$ cat src/rtl/servo_pkg.sv
package servo_pkg;
   typedef enum logic [1:0] {
      SV_IDLE = 2'd0,
      SV_SEEK = 2'd1,
      SV_AVG  = 2'd2
   } sv_phase_t;
endpackage

$ cat src/rtl/servo_integrator.sv
module servo_integrator #(
   parameter int DAC_W  = 10,
   parameter int STEP_W = 6,
   parameter logic [DAC_W-1:0] INIT = '0
) (
   input  logic              clk,
   input  logic              rst_n,
   input  logic              en,
   input  logic              down,
   input  logic [STEP_W-1:0] step,
   output logic [DAC_W-1:0]  word
);
   localparam int WW = DAC_W + 1;
   localparam logic [WW-1:0] TOPW = {1'b0, {DAC_W{1'b1}}};

   logic [WW-1:0] wide_word, wide_step, raised, nxt;

   assign wide_word = {1'b0, word};
   assign wide_step = {{(WW-STEP_W){1'b0}}, step};
   assign raised    = wide_word + wide_step;

   always_comb begin
      if (down) nxt = (wide_word < wide_step) ? '0 : wide_word - wide_step;
      else      nxt = (raised > TOPW) ? TOPW : raised;
   end

   always_ff @(posedge clk or negedge rst_n) begin
      if (!rst_n)  word <= INIT;
      else if (en) word <= DAC_W'(nxt);
   end
endmodule

$ cat src/rtl/servo_lock_det.sv
module servo_lock_det #(
   parameter int REV_W = 4,
   parameter int TMO_W = 16
) (
   input  logic             clk,
   input  logic             rst_n,
   input  logic             clear,
   input  logic             conv,
   input  logic             down,
   input  logic [REV_W-1:0] lock_revs,
   input  logic [TMO_W-1:0] tmo_lim,
   output logic             lock,
   output logic             tmo_hit
);
   logic             have, last_down, reversal;
   logic [REV_W-1:0] revs, revs_nxt;
   logic [TMO_W-1:0] tmo, tmo_nxt;

   always_comb begin
      reversal = conv && have && (down != last_down);
      if (!reversal)       revs_nxt = '0;
      else if (&revs)      revs_nxt = revs;
      else                 revs_nxt = revs + 1'b1;
      tmo_nxt  = (&tmo) ? tmo : tmo + 1'b1;
      lock     = reversal && (revs_nxt >= lock_revs);
      tmo_hit  = conv && !lock && (tmo_nxt >= tmo_lim);
   end

   always_ff @(posedge clk or negedge rst_n) begin
      if (!rst_n) begin
         have <= 1'b0; last_down <= 1'b0; revs <= '0; tmo <= '0;
      end else if (clear) begin
         have <= 1'b0; last_down <= 1'b0; revs <= '0; tmo <= '0;
      end else if (conv) begin
         have      <= 1'b1;
         last_down <= down;
         revs      <= revs_nxt;
         tmo       <= tmo_nxt;
      end
   end
endmodule

$ cat src/rtl/servo_block_avg.sv
module servo_block_avg #(
   parameter int DAC_W    = 10,
   parameter int AVG_LOG2 = 4
) (
   input  logic             clk,
   input  logic             rst_n,
   input  logic             clear,
   input  logic             take,
   input  logic [DAC_W-1:0] sample,
   output logic             full,
   output logic [DAC_W-1:0] mean
);
   generate
      if (AVG_LOG2 == 0) begin : g_pass
         assign full = take;
         assign mean = sample;
      end else begin : g_sum
         localparam int SUM_W = DAC_W + AVG_LOG2;
         logic [SUM_W-1:0]    acc, total;
         logic [AVG_LOG2-1:0] cnt;

         assign total = acc + {{AVG_LOG2{1'b0}}, sample};
         assign full  = take && (&cnt);
         assign mean  = DAC_W'(total >> AVG_LOG2);

         always_ff @(posedge clk or negedge rst_n) begin
            if (!rst_n) begin
               acc <= '0; cnt <= '0;
            end else if (clear) begin
               acc <= '0; cnt <= '0;
            end else if (take) begin
               cnt <= cnt + 1'b1;
               acc <= full ? '0 : total;
            end
         end
      end
   endgenerate
endmodule

$ cat src/rtl/servo_edge_ctrl.sv
module servo_edge_ctrl #(
   parameter int CODE_W   = 6,
   parameter int DAC_W    = 10,
   parameter int STEP_W   = 6,
   parameter int REV_W    = 4,
   parameter int TMO_W    = 16,
   parameter int AVG_LOG2 = 4
) (
   input  logic              clk,
   input  logic              rst_n,
   input  logic              start,
   input  logic              sweep,
   input  logic [CODE_W-1:0] target_in,
   input  logic [STEP_W-1:0] step_size,
   input  logic [REV_W-1:0]  lock_revs,
   input  logic [TMO_W-1:0]  tmo_lim,
   input  logic [CODE_W-1:0] adc_code,
   input  logic              adc_valid,
   output logic [DAC_W-1:0]  dac_word,
   output logic              busy,
   output logic              done,
   output logic              timeout_err,
   output logic [CODE_W-1:0] edge_code,
   output logic [DAC_W-1:0]  edge_value
);
   import servo_pkg::*;

   localparam logic [DAC_W-1:0]  MID_WORD   = {1'b1, {(DAC_W-1){1'b0}}};
   localparam logic [CODE_W-1:0] FIRST_CODE = CODE_W'(1);
   localparam logic [CODE_W-1:0] LAST_CODE  = '1;

   generate
      if (CODE_W > DAC_W) begin : g_bad_code
         $error("CODE_W must not exceed DAC_W");
      end
      if (STEP_W > DAC_W) begin : g_bad_step
         $error("STEP_W must not exceed DAC_W");
      end
      if (AVG_LOG2 > 16) begin : g_bad_avg
         $error("AVG_LOG2 out of range");
      end
   endgenerate

   sv_phase_t         phase;
   logic [CODE_W-1:0] tgt_q;
   logic              sweep_q;
   logic              conv, down, seek_conv, avg_take;
   logic              lock, tmo_hit, avg_full, next_edge;
   logic [DAC_W-1:0]  avg_mean;

   assign busy      = (phase != SV_IDLE);
   assign conv      = adc_valid && busy;
   assign down      = (adc_code >= tgt_q);
   assign seek_conv = conv && (phase == SV_SEEK);
   assign avg_take  = conv && (phase == SV_AVG);
   assign next_edge = avg_full && sweep_q && (tgt_q != LAST_CODE);

   servo_integrator #(.DAC_W(DAC_W), .STEP_W(STEP_W), .INIT(MID_WORD)) integ_i (
      .clk(clk), .rst_n(rst_n), .en(conv), .down(down),
      .step(step_size), .word(dac_word)
   );

   servo_lock_det #(.REV_W(REV_W), .TMO_W(TMO_W)) lock_i (
      .clk(clk), .rst_n(rst_n), .clear((phase == SV_IDLE) || next_edge),
      .conv(seek_conv), .down(down), .lock_revs(lock_revs),
      .tmo_lim(tmo_lim), .lock(lock), .tmo_hit(tmo_hit)
   );

   servo_block_avg #(.DAC_W(DAC_W), .AVG_LOG2(AVG_LOG2)) avg_i (
      .clk(clk), .rst_n(rst_n), .clear(phase != SV_AVG), .take(avg_take),
      .sample(dac_word), .full(avg_full), .mean(avg_mean)
   );

   always_ff @(posedge clk or negedge rst_n) begin
      if (!rst_n) begin
         phase       <= SV_IDLE;
         tgt_q       <= '0;
         sweep_q     <= 1'b0;
         done        <= 1'b0;
         timeout_err <= 1'b0;
         edge_code   <= '0;
         edge_value  <= '0;
      end else begin
         done        <= 1'b0;
         timeout_err <= 1'b0;
         unique case (phase)
            SV_IDLE: if (start) begin
               tgt_q   <= sweep ? FIRST_CODE : target_in;
               sweep_q <= sweep;
               phase   <= SV_SEEK;
            end
            SV_SEEK: if (lock) begin
               phase <= SV_AVG;
            end else if (tmo_hit) begin
               done        <= 1'b1;
               timeout_err <= 1'b1;
               edge_code   <= tgt_q;
               phase       <= SV_IDLE;
            end
            SV_AVG: if (avg_full) begin
               done       <= 1'b1;
               edge_code  <= tgt_q;
               edge_value <= avg_mean;
               if (next_edge) begin
                  tgt_q <= tgt_q + 1'b1;
                  phase <= SV_SEEK;
               end else begin
                  phase <= SV_IDLE;
               end
            end
            default: phase <= SV_IDLE;
         endcase
      end
   end
endmodule

$ cat config.mk
export PLATFORM = sky130hd
export DESIGN_NAME = servo_edge_ctrl
export DESIGN_NICKNAME = d
export VERILOG_FILES = /design/src/rtl/servo_pkg.sv /design/src/rtl/servo_integrator.sv /design/src/rtl/servo_lock_det.sv /design/src/rtl/servo_block_avg.sv /design/src/rtl/servo_edge_ctrl.sv
export SDC_FILE = /design/constraint.sdc
export NUM_CORES = 1
export LEC_CHECK = 0
export BUFFER_PORTS_ARGS = -buffer_cell sky130_fd_sc_hd__buf_4
export CAP_MARGIN = 5
export CORE_MARGIN = 2
export CORE_UTILIZATION = 40
export CTS_BUF_LIST = sky130_fd_sc_hd__clkbuf_4 sky130_fd_sc_hd__clkbuf_8 sky130_fd_sc_hd__clkbuf_16
export CTS_CLUSTER_SIZE = 8
export DETAILED_ROUTE_END_ITERATION = 7
export PLACE_DENSITY = 0.6
export SKIP_LAST_GASP = 1
export SYNTH_ARGS = -nofsm -noshare
export SYNTH_HDL_FRONTEND = slang
export SYNTH_SLANG_ARGS = --single-unit
$ cat constraint.sdc
create_clock -name clk -period 7.3 [get_ports clk]
set_input_delay 1.46 -clock clk [delete_from_list [all_inputs] [get_ports clk]]
set_output_delay 1.46 -clock clk [all_outputs]
set_load 0.02 [all_outputs]
==> flow_summary.yaml, run 1 <==
status:
  status: "complete, no violations"
detailed_routing:
  wl_met1_um: 7097
  dr.pass1.iters: 5
  wl_per_cell_um: 16.21
  initialDrtViolationCount: 289
  highest_layer: "met4"
  vias: 5196
  wl_met3_um: 588
  drc: 0
  drt-total-wl_um: 14800
  dr_wl_met2_um: 6804
  viasPerCell: 5.691
  ant_nets: 0
synthesis:
  ys_seq_area_share_pct: 32.68
  synthTopCellsByCount: "dfrtp_1, ha_1, nand2_1"
  synth_flop_cell: "dfrtp_1"
  synth_edf_count: 0
  synth.most_common_cell: "dfrtp_1"
  ys_warn_count: 0
  syn-num-nets: 770
  synth_area_um2: 5899
  synth_area_leaders: "dfrtp_1, ha_1, nand2_1, o21ai_0, a21oi_1"
  synthCells: 668
  ys_ff_latch: 77
  async_flop_share_pct: 100.0
  yosysTopAreaCell: "dfrtp_1"
  synth_top_area_share_pct: 32.24
  avgSynthCellArea_um2: 8.831
  synth.distinct_cells: 76
cts:
  cts.sinks: 77
  clock_latency_ns: 0.34
  post-cts-setup-buffers: 0
  cts_tree: "built"
  h-tree-depth: 3
  cts_made_buffers: 9
  cts_repair_resize_count: 0
  cts.clk_slew.worst_paths_ns: 0.06
  cts_hold_buf: 0
  cts_root_buffer: "clkbuf_16"
  clk_path_buf_depth: 2
final_layout:
  flow.area_growth_from_synthesis_pct: 16.61
  antenna_cells: 0
  fin_nets: 826
  drive_gt1_share_pct: 16.87
  final_util_pct: 47.51
setup_path:
  startpoint_type: "input port"
  slowest_delay_ns: 0.44
  critPathMaxFanout: 10
  critical_path_required_ns: 7.53
  crit_chain: "buf_4 > ha_1 > a21o_1 > a31oi_1 > o21a_1 > xnor2_1 > nand2_1 > nor3_1 > ha_1 > o21a_1 > nor2_1 > nor4b_1 > mux2i_4 > nand3_2 > mux2_2"
  cpMaxStageDelayCell: "o21a_1"
  path_class: "input port to flop"
  arrival_ns: 4.97
  end_kind: "flop"
  crit_family: "simple AND/OR/NAND/NOR gates"
  path_buf_inv: 1
place:
  gp_congestion: 0.8963
  port_buffers: 71
  dp_hpwl_um: 11100
  place_ws_ns: 2.171
floorplanning:
  die_width_um: 125.4
  initial_core_util_pct: 40.74
  ios: 72
  die_area_um2: 15740
  rows: 44
  die_h_um: 125.4
  fp.coreArea_um2: 14480
sta:
  setup_slack_ns: 2.562
  max_freq_ghz: 0.2111
  finalHoldViolCount: 0
  rsz0062_at_grt: "false"
  tns_ns: 0
  fin_worst_skew_ns: 0.005015
  slew_viol_final: 0
  worst_pin_slew_ns: 1.112
  fin_crit_ns: 4.738
  fin_crit_sh_pct: 64.90
  max-slew-margin-rel_pct: 25.39
  setup_viol: 0
global_route:
  grt_usage_pct: 19.38
  grt_pass1_wl_um: 25170
  antenna_found_initial: 0
  grt-ovfl-total: 0
  grt_max_degree: 78
  grt_pass1_vias: 5133
run:
  max_cap_viol_count: 0
worst_hold_path:
  hold_class: "flop to flop"
power:
  power_density_nw_per_um2: 276.5
  p_leak_nw: 3.196
  ir_drop_mv: 0.2134
  power.total_mw: 1.902
==> routing by layer <==
layer	track usage, %	vias up
met3	3.509	22
li1	-	2563
met1	26.58	2468
met4	6.471	0
met5	0	-
met2	30.97	143
==> worst reg2reg max path: stages (launching register included) <==
cell     delay, ns
dfrtp_1       0.43
inv_1         0.10
ha_1          0.29
a21o_1        0.15
a31oi_1       0.18
o21a_1        0.44
xnor2_1       0.39
nand2_1       0.21
nor3_1        0.23
ha_1          0.21
o21a_1        0.13
nor2_1        0.04
nor4b_1       0.42
mux2i_4       0.16
nand3_2       0.18
mux2_2        0.35
==> path summary, 6_finish.rpt <==
kind                                           start                               to  slack (ns)  cells past startpoint
min                        edge_value[0]$_DFFE_PN0P_        edge_value[0]$_DFFE_PN0P_        0.48                      2
max                                      adc_code[2]         edge_code[0]$_DFFE_PN0P_        2.56                     15
min reg2reg                edge_value[0]$_DFFE_PN0P_        edge_value[0]$_DFFE_PN0P_        0.48                      2
max in group asynchronous                      rst_n  avg_i.g_sum.acc[10]$_DFFE_PN0P_        5.35                      1
max reg2reg                     tgt_q[2]$_DFFE_PN0P_         edge_code[0]$_DFFE_PN0P_        3.27                     15
min in group asynchronous                      rst_n      integ_i.word[1]$_DFFE_PN0N_        1.27                      1
==> layout by cell type (no fill, tap or decap), types with 5 or more instances in the layout <==
cell type  netlist  routed
nor2b_1          5       5
o31ai_1         10      10
nor2_1          47      47
buf_4            2      72
nand2_1         56      56
nor3_1          25      24
dfrtp_1         76      76
mux2_2          13      13
a31oi_1         14      14
a211oi_1         9       9
a21o_1          12      12
nand4_1          7       7
a41oi_1          5       5
a22o_1          10      10
clkbuf_16        0       9
nand2b_1         5       5
xor2_1          10      10
o21a_1          13      13
nand3_1         26      26
a21oi_1         39      39
and3_1           6       6
ha_1            56      56
inv_1           43      43
o21ai_0         42      42
xnor2_1         22      22
or3_1            8       8
==> registers in the layout, indices dropped and copies added (netlist names) <==
name / count
phase: 2
timeout_err: 1
done: 1
avg_i.g_sum.cnt: 4
lock_i.revs: 4
lock_i.tmo: 16
avg_i.g_sum.acc: 14
lock_i.have: 1
edge_code: 6
lock_i.last_down: 1
integ_i.word: 10
edge_value: 10
sweep_q: 1
tgt_q: 6
==> area by class of cell <==
cell class                 count  area [um2]
tap                          184       230.2
clock buffer                  13       280.3
multi-input combinational    520        3670
clock inverter                 3       65.06
inverter                      44       165.2
fill                        1414        7600
sequential                    77        1928
timing repair buffer          72       540.5
==> power breakdown <==
part	switching (mW)	internal, mW	leakage, nW	total, mW
sequential	0.100	0.491	1.04	0.591
clock	0.176	0.336	0.172	0.512
combinational	0.461	0.338	1.99	0.799
total	0.736	1.17	3.20	1.90
==> through the flow <==
stage / cells / cell area (um2) / hold WS, ns
after global routing: 913 / 6879 / 0.5210
after global placement: 897 / 6534 / 0.4690
after detailed placement: 897 / 6534 / 0.4669
after floorplan: 668 / 5899 / 0.4538
after CTS: 913 / 6879 / 0.4811
final: 913 / 6879 / 0.4772
==> cell families (layout without fill, tap and decap cells) <==
logic type               Yosys count  in the layout  synth area share (%)
AO/OA/AOI/OAI                    201            201                 23.29
adder cells (fa/ha/maj)           59             59                 12.90
multiplexers                      17             17                 3.372
AND/OR/NAND/NOR                  211            211                 17.82
buffers and inverters             71            132                 5.196
XOR/XNOR                          32             32                 4.751
flip-flops                        77             77                 32.68
Power figures use the tool's default switching activity.
==> inputs of run 2 (changes only) <==
==> constraint.sdc (replaced) <==
create_clock -name clk -period 4.8 [get_ports clk]
set_input_delay 0.96 -clock clk [delete_from_list [all_inputs] [get_ports clk]]
set_output_delay 0.96 -clock clk [all_outputs]
set_load 0.02 [all_outputs]
==> run 2 against run 1 <==
  * Clock power grew 50%
  * First-iteration DRC count rose by 5.5%
  * Non-clock buffer count rose by 4
  * Critical path depth up 1
  * Combinational power is 54% higher
  * Setup slack worse by 2.0 ns
  * Final area rose by 0.18%
  * Clock skew about the same
  * Critical endpoint is now edge_code[2]$_DFFE_PN0P_
==> flow_summary.yaml, run 2 (same netlist as run 1, synthesis figures left out) <==
run:
  max_cap_viol_count: 0
setup_path:
  path_class: "input port to flop"
  end_kind: "flop"
  reg2reg_depth: 15
  critical_path_required_ns: 5.03
  reg2reg_from: "tgt_q[2]$_DFFE_PN0P_"
  critPathMaxFanout: 10
  reg2reg_slack_ns: 0.84
  startpoint_type: "input port"
  r2r-end: "edge_code[2]$_DFFE_PN0P_"
  arrival_ns: 4.43
worst_hold_path:
  hold_class: "flop to flop"
  holdCritStartpoint: "edge_value[0]$_DFFE_PN0P_"
  min_path_cells: 2
  worstHoldEndpoint: "edge_value[0]$_DFFE_PN0P_"
final_layout:
  antenna_cells: 0
  top_register: "lock_i.tmo"
  drive_gt1_share_pct: 17.08
  reg_top3: "lock_i.tmo x16, avg_i.g_sum.acc x14"
  nFillCells: 1399
  seqCellArea_um2: 1928
  largest_reg_flops: 16
  final_cells: 916
  fin_nets: 830
  final_cell_mix: "dfrtp_1, buf_4, nand2_1, ha_1, nor2_1"
  multi_input_area_um2: 3665
  flow.area_growth_from_synthesis_pct: 16.82
detailed_routing:
  drc: 0
  wl_per_cell_um: 16.32
  drt-total-wl_um: 14950
  initialDrtViolationCount: 305
  ant_nets: 0
  viasPerCell: 5.717
  dr.pass1.iters: 4
  vias: 5237
global_route:
  grt_usage_pct: 19.51
  antenna_found_initial: 0
  grt-ovfl-total: 0
  grt_pass1_wl_um: 25320
  grt_pass1_vias: 5114
  grt_max_degree: 78
power:
  power_density_nw_per_um2: 419.5
  ir_drop_mv: 0.2618
  p_int_mw: 1.779
  p_leak_nw: 3.210
  p_comb_share_pct: 42.4
  pwr-share-clk_pct: 26.6
  seqPwrFrac_pct: 31.0
  power_switching_share_pct: 38.47
  power.total_mw: 2.891
  p_switching_mw: 1.112
place:
  gp_congestion: 0.8416
  dp_cells: 901
  dp_hpwl_um: 11210
  port_buffers: 71
sta:
  worst_pin_slew_ns: 1.106
  setup_viol: 0
  rsz0062_at_grt: "false"
  max-slew-margin-rel_pct: 25.77
  fin_worst_skew_ns: 0.005336
  tns_ns: 0
  fin_crit_sh_pct: 87.47
  slew_viol_final: 0
  finalHoldViolCount: 0
  max_freq_ghz: 0.2382
  fin_crit_ns: 4.199
  fin_hold_ws_ns: 0.4866
cts:
  cts.sinks: 77
  post-cts-setup-buffers: 0
  cts_root_buffer: "clkbuf_16"
  cts_tree: "built"
  cts_hold_buf: 0
  h-tree-depth: 3
  cts_repair_resize_count: 0
  clock_latency_ns: 0.34
  cts.clk_slew.worst_paths_ns: 0.06
  cts_made_buffers: 9
  clk_path_buf_depth: 2
floorplanning:
  initial_core_util_pct: 40.74
  ios: 72
  fp.coreArea_um2: 14480
  die_width_um: 125.4
  die_h_um: 125.4
  rows: 44
  die_area_um2: 15740
status:
  status: "complete, no violations"
==> run 2: cell type report <==
class                      instances  area share (%)
clock inverter                     5           1.452
sequential                        77           27.98
timing repair buffer              76           8.279
inverter                          44           2.397
multi-input combinational        520           53.18
clock buffer                      10           3.377
tap                              184           3.341
==> run 2: how the worst max path moves through the flow <==
| stage | start | to | slack (ns) | cells past startpoint |
|---|---|---|---|---|
| floorplan | adc_code[0] | edge_code[0]$_DFFE_PN0P_ | 0.73 | 16 |
| global route | adc_code[0] | edge_code[5]$_DFFE_PN0P_ | 0.26 | 16 |
| global placement | adc_code[0] | edge_code[0]$_DFFE_PN0P_ | 0.41 | 16 |
| CTS | adc_code[0] | edge_code[2]$_DFFE_PN0P_ | 0.56 | 16 |
| detailed placement | adc_code[0] | edge_code[0]$_DFFE_PN0P_ | 0.23 | 16 |
| finish | adc_code[0] | edge_code[2]$_DFFE_PN0P_ | 0.60 | 16 |
==> run 2: worst max-delay path, stage by stage <==
cell	delay, ns
buf_4	0.08
inv_1	0.03
ha_1	0.26
nand2b_1	0.10
a31oi_1	0.10
o21a_1	0.25
xnor2_1	0.64
nand2_1	0.23
nor3_1	0.27
ha_1	0.23
o21a_1	0.13
nor2_1	0.04
nor4b_1	0.42
mux2i_4	0.16
nand3_2	0.17
mux2_2	0.35
==> run 2: through the flow <==
step / util [%] / area [um2] / setup slack, ns
after floorplan: - / 5899 / 0.7296
after global routing: 47.60 / 6892 / 0.2624
final: 47.60 / 6892 / 0.6015
after global placement: 45.30 / 6559 / 0.4109
after detailed placement: 45.30 / 6559 / 0.2333
after CTS: 47.60 / 6892 / 0.5644
==> run 2: layer usage <==
layer / track usage (%) / wire length, um / part of all wire [%]
met3: 3.594 / 672 / 4.5
met4: 7.516 / 461 / 3.1
met2: 30.40 / 6865 / 46
met1: 26.95 / 6950 / 46
met5: 0 / 0 / 0
==> run 2: power by group through the flow <==
stage | registers, mW | logic, mW | clock network, mW
CTS | 0.896 | 1.23 | 0.786
finish | 0.896 | 1.23 | 0.768
global route | 0.912 | 1.36 | 0.815
global placement | 0.906 | 1.20 | 0
detailed placement | 0.906 | 1.22 | 0
floorplan | 0.916 | 0.846 | 0
==> inputs of run 3 (changes only) <==
--- a/config.mk
+++ b/config.mk
@@ -16,4 +16,5 @@
 export SKIP_LAST_GASP = 1
 export SYNTH_ARGS = -nofsm -noshare
 export SYNTH_HDL_FRONTEND = slang
+export SYNTH_HIERARCHICAL = 1
 export SYNTH_SLANG_ARGS = --single-unit
==> run 3 against run 2 <==
  * Final area barely moved
  * Non-clock buffer count rose by 2
  * Setup slack worse by 0.020 ns
  * Fmax down 0.48%
  * Synthesized area grew 0.49%
  * Flip-flop and latch count did not move
  * Sequential share of layout area hardly changed
  * Cell count shrank 1.1%
  * Global-route usage down 2.0 points
  * Critical path type unchanged
  * Clock power shrank 17%
  * Die area rose by 0.47%
==> flow_summary.yaml, run 3 <==
status:
  status: "complete, no violations"
floorplanning:
  die_area_um2: 15810
  ios: 72
  die_h_um: 125.7
  rows: 44
  die_width_um: 125.7
  initial_core_util_pct: 40.79
  fp.coreArea_um2: 14530
setup_path:
  crit_chain: "buf_4 > inv_1 > ha_1 > nand2b_1 > a21oi_1 > o21ai_0 > a31o_2 > xor2_1 > nand3_1 > nand2b_1 > ha_1 > nand2b_1 > a21o_1 > a211oi_1 > o311a_1 > nand3b_1 > o21ai_0 > o21a_1 > mux2_2"
  cpMostUsedCell: "nand2b_1"
  slowest_delay_ns: 0.38
  startpoint_type: "input port"
  arrival_ns: 4.43
  critPathMaxFanout: 6
  crit_family: "compound AO/OA/AOI/OAI gates"
  path_class: "input port to flop"
  critical_path_required_ns: 5.01
  reg2reg_slack_ns: 0.60
  cpMaxStageDelayCell: "mux2_2"
  end_kind: "flop"
  critical_path_depth: 19
  reg2reg_depth: 15
  path_buf_inv: 2
detailed_routing:
  dr.pass1.iters: 4
  initialDrtViolationCount: 300
  ant_nets: 0
  highest_layer: "met4"
  drt-total-wl_um: 13740
  wl_per_cell_um: 15.16
  drc: 0
  wl_met1_um: 6640
  viasPerCell: 5.482
  vias: 4967
  dr_wl_met2_um: 6443
  wl_met3_um: 516
sta:
  setup_viol: 0
  rsz0062_at_grt: "false"
  slew_viol_final: 0
  max-slew-margin-rel_pct: 33.18
  fin_crit_ns: 4.219
  finalHoldViolCount: 0
  tns_ns: 0
  fin_crit_sh_pct: 87.89
  fin_worst_skew_ns: 0.006580
  worst_pin_slew_ns: 0.9986
  max_freq_ghz: 0.2370
power:
  p_switching_mw: 1.206
  power_density_nw_per_um2: 423.6
  p_comb_share_pct: 45.8
  p_leak_nw: 3.258
  pwr-share-clk_pct: 21.7
  power.total_mw: 2.917
  power_switching_share_pct: 41.35
  ir_drop_mv: 0.2038
  p_int_mw: 1.711
  seqPwrFrac_pct: 32.4
cts:
  cts_root_buffer: "clkbuf_16"
  h-tree-depth: 3
  cts_hold_buf: 0
  cts_tree: "built"
  cts.sinks: 77
  post-cts-setup-buffers: 0
  clock_latency_ns: 0.33
  cts_repair_resize_count: 0
  clk_path_buf_depth: 2
  cts.clk_slew.worst_paths_ns: 0.06
  cts_made_buffers: 9
synthesis:
  synth.most_common_cell: "dfrtp_1"
  synth_edf_count: 0
  synthCells: 655
  yosysTopAreaCell: "dfrtp_1"
  avgSynthCellArea_um2: 9.051
  synth_top_area_share_pct: 32.08
  synth.distinct_cells: 91
  synth_area_um2: 5928
  synth_adder_area_share_pct: 12.83
  syn-num-nets: 757
  ys_seq_area_share_pct: 32.52
  synth_flop_cell: "dfrtp_1"
  async_flop_share_pct: 100.0
  ys_warn_count: 6
  synth-simple-area-share_pct: 19.42
  synth_area_leaders: "dfrtp_1, ha_1, nand2_1, a21oi_1, nor2_1"
  synth_top_family_by_area: "compound AO/OA/AOI/OAI gates"
  muxShareOfSynthArea_pct: 4.833
  synthTopCellsByCount: "dfrtp_1, nand2_1, ha_1"
  synth_compound_area_share_pct: 20.18
  ys_ff_latch: 77
  synthXorXnorAreaFrac_pct: 4.875
global_route:
  grt_usage_pct: 17.49
  grt_max_degree: 78
  grt_pass1_wl_um: 23180
  grt-ovfl-total: 0
  grt_pass1_vias: 4855
  antenna_found_initial: 0
final_layout:
  multi_input_area_um2: 3684
  antenna_cells: 0
  final_cell_mix: "buf_4, dfrtp_1, nand2_1, ha_1, nor2_1"
  top_register: "lock_i/tmo"
  layout_commonest_cell: "buf_4"
  drive_gt1_share_pct: 20.08
  nFillCells: 1407
  largest_reg_flops: 16
  fin_nets: 821
  stdcell_area_um2: 6887
  final_cells: 906
  seqCellArea_um2: 1928
  reg_top3: "lock_i/tmo x16, avg_i/g_sum.acc x14"
  flow.area_growth_from_synthesis_pct: 16.17
place:
  placement.cell_area_um2: 6611
  gp_congestion: 0.8813
  dp_hpwl_um: 10260
  port_buffers: 71
  dp_cells: 892
worst_hold_path:
  min_path_cells: 1
  hold_class: "flop to flop"
run:
  max_cap_viol_count: 0
[run 3: cell count changes in the layout (fill, tap and decap cells not counted), moves of 9 or more]
cell      delta
o21ai_0     -24
xor2_1      +10
o211ai_1     +9
xnor2_1      -9
[run 3: cell type report]
class,count,share of cell area (%)
Sequential cell,77,28.00
Clock buffer,13,3.888
Clock inverter,1,0.1090
Inverter,49,2.671
Timing Repair Buffer,78,8.503
Tap cell,184,3.343
Multi-Input combinational cell,504,53.49
[run 3: path summary, 6_finish.rpt]
kind / startpoint / to
worst min register to register: avg_i/g_sum.acc[8]$_DFFE_PN0P_ / avg_i/g_sum.acc[8]$_DFFE_PN0P_
worst max register to register: lock_i/tmo[0]$_DFFE_PN0P_ / edge_code[2]$_DFFE_PN0P_
min in group asynchronous: rst_n / edge_value[3]$_DFFE_PN0N_
worst max-delay path: adc_code[0] / edge_code[2]$_DFFE_PN0P_
max in group asynchronous: rst_n / tgt_q[3]$_DFFE_PN0P_
worst min-delay path: avg_i/g_sum.acc[8]$_DFFE_PN0P_ / avg_i/g_sum.acc[8]$_DFFE_PN0P_
[run 3: cells by family (layout without fill, tap and decap cells)]
family | Yosys count | after routing
muxes | 26 | 26
xor gates and xnor gates | 33 | 33
and+or+nand+nor | 223 | 223
DFF | 77 | 77
AOI/OAI and AO/OA | 163 | 163
adders and majority gates | 59 | 59
buffers and inverters | 74 | 141
[run 3: metal layers]
metal  vias up  global-route usage [%]
li1       2485                       -
met1      2384                   24.35
met2        88                   28.30
met3        10                   2.889
met4         0                   4.913
met5         -                       0
[run 3: power by group through the flow]
stage / registers [mW] / logic (mW) / clock network [mW]
after global placement: 0.955 / 1.31 / 0
after detailed placement: 0.958 / 1.34 / 0
after CTS: 0.947 / 1.34 / 0.656
final: 0.946 / 1.34 / 0.634
after global routing: 0.969 / 1.48 / 0.685
after floorplan: 0.977 / 0.900 / 0
[run 3: through the flow]
stage          setup slack [ns]  util (%)  hold WS [ns]
6_report                 0.5812     47.38        0.4996
3_5_place_dp             0.2277     45.49        0.4918
2_1_floorplan            0.5578         -        0.4538
4_1_cts                  0.5732     47.38        0.5052
3_3_place_gp             0.3346     45.49        0.4707
5_1_grt                  0.2774     47.38        0.5259
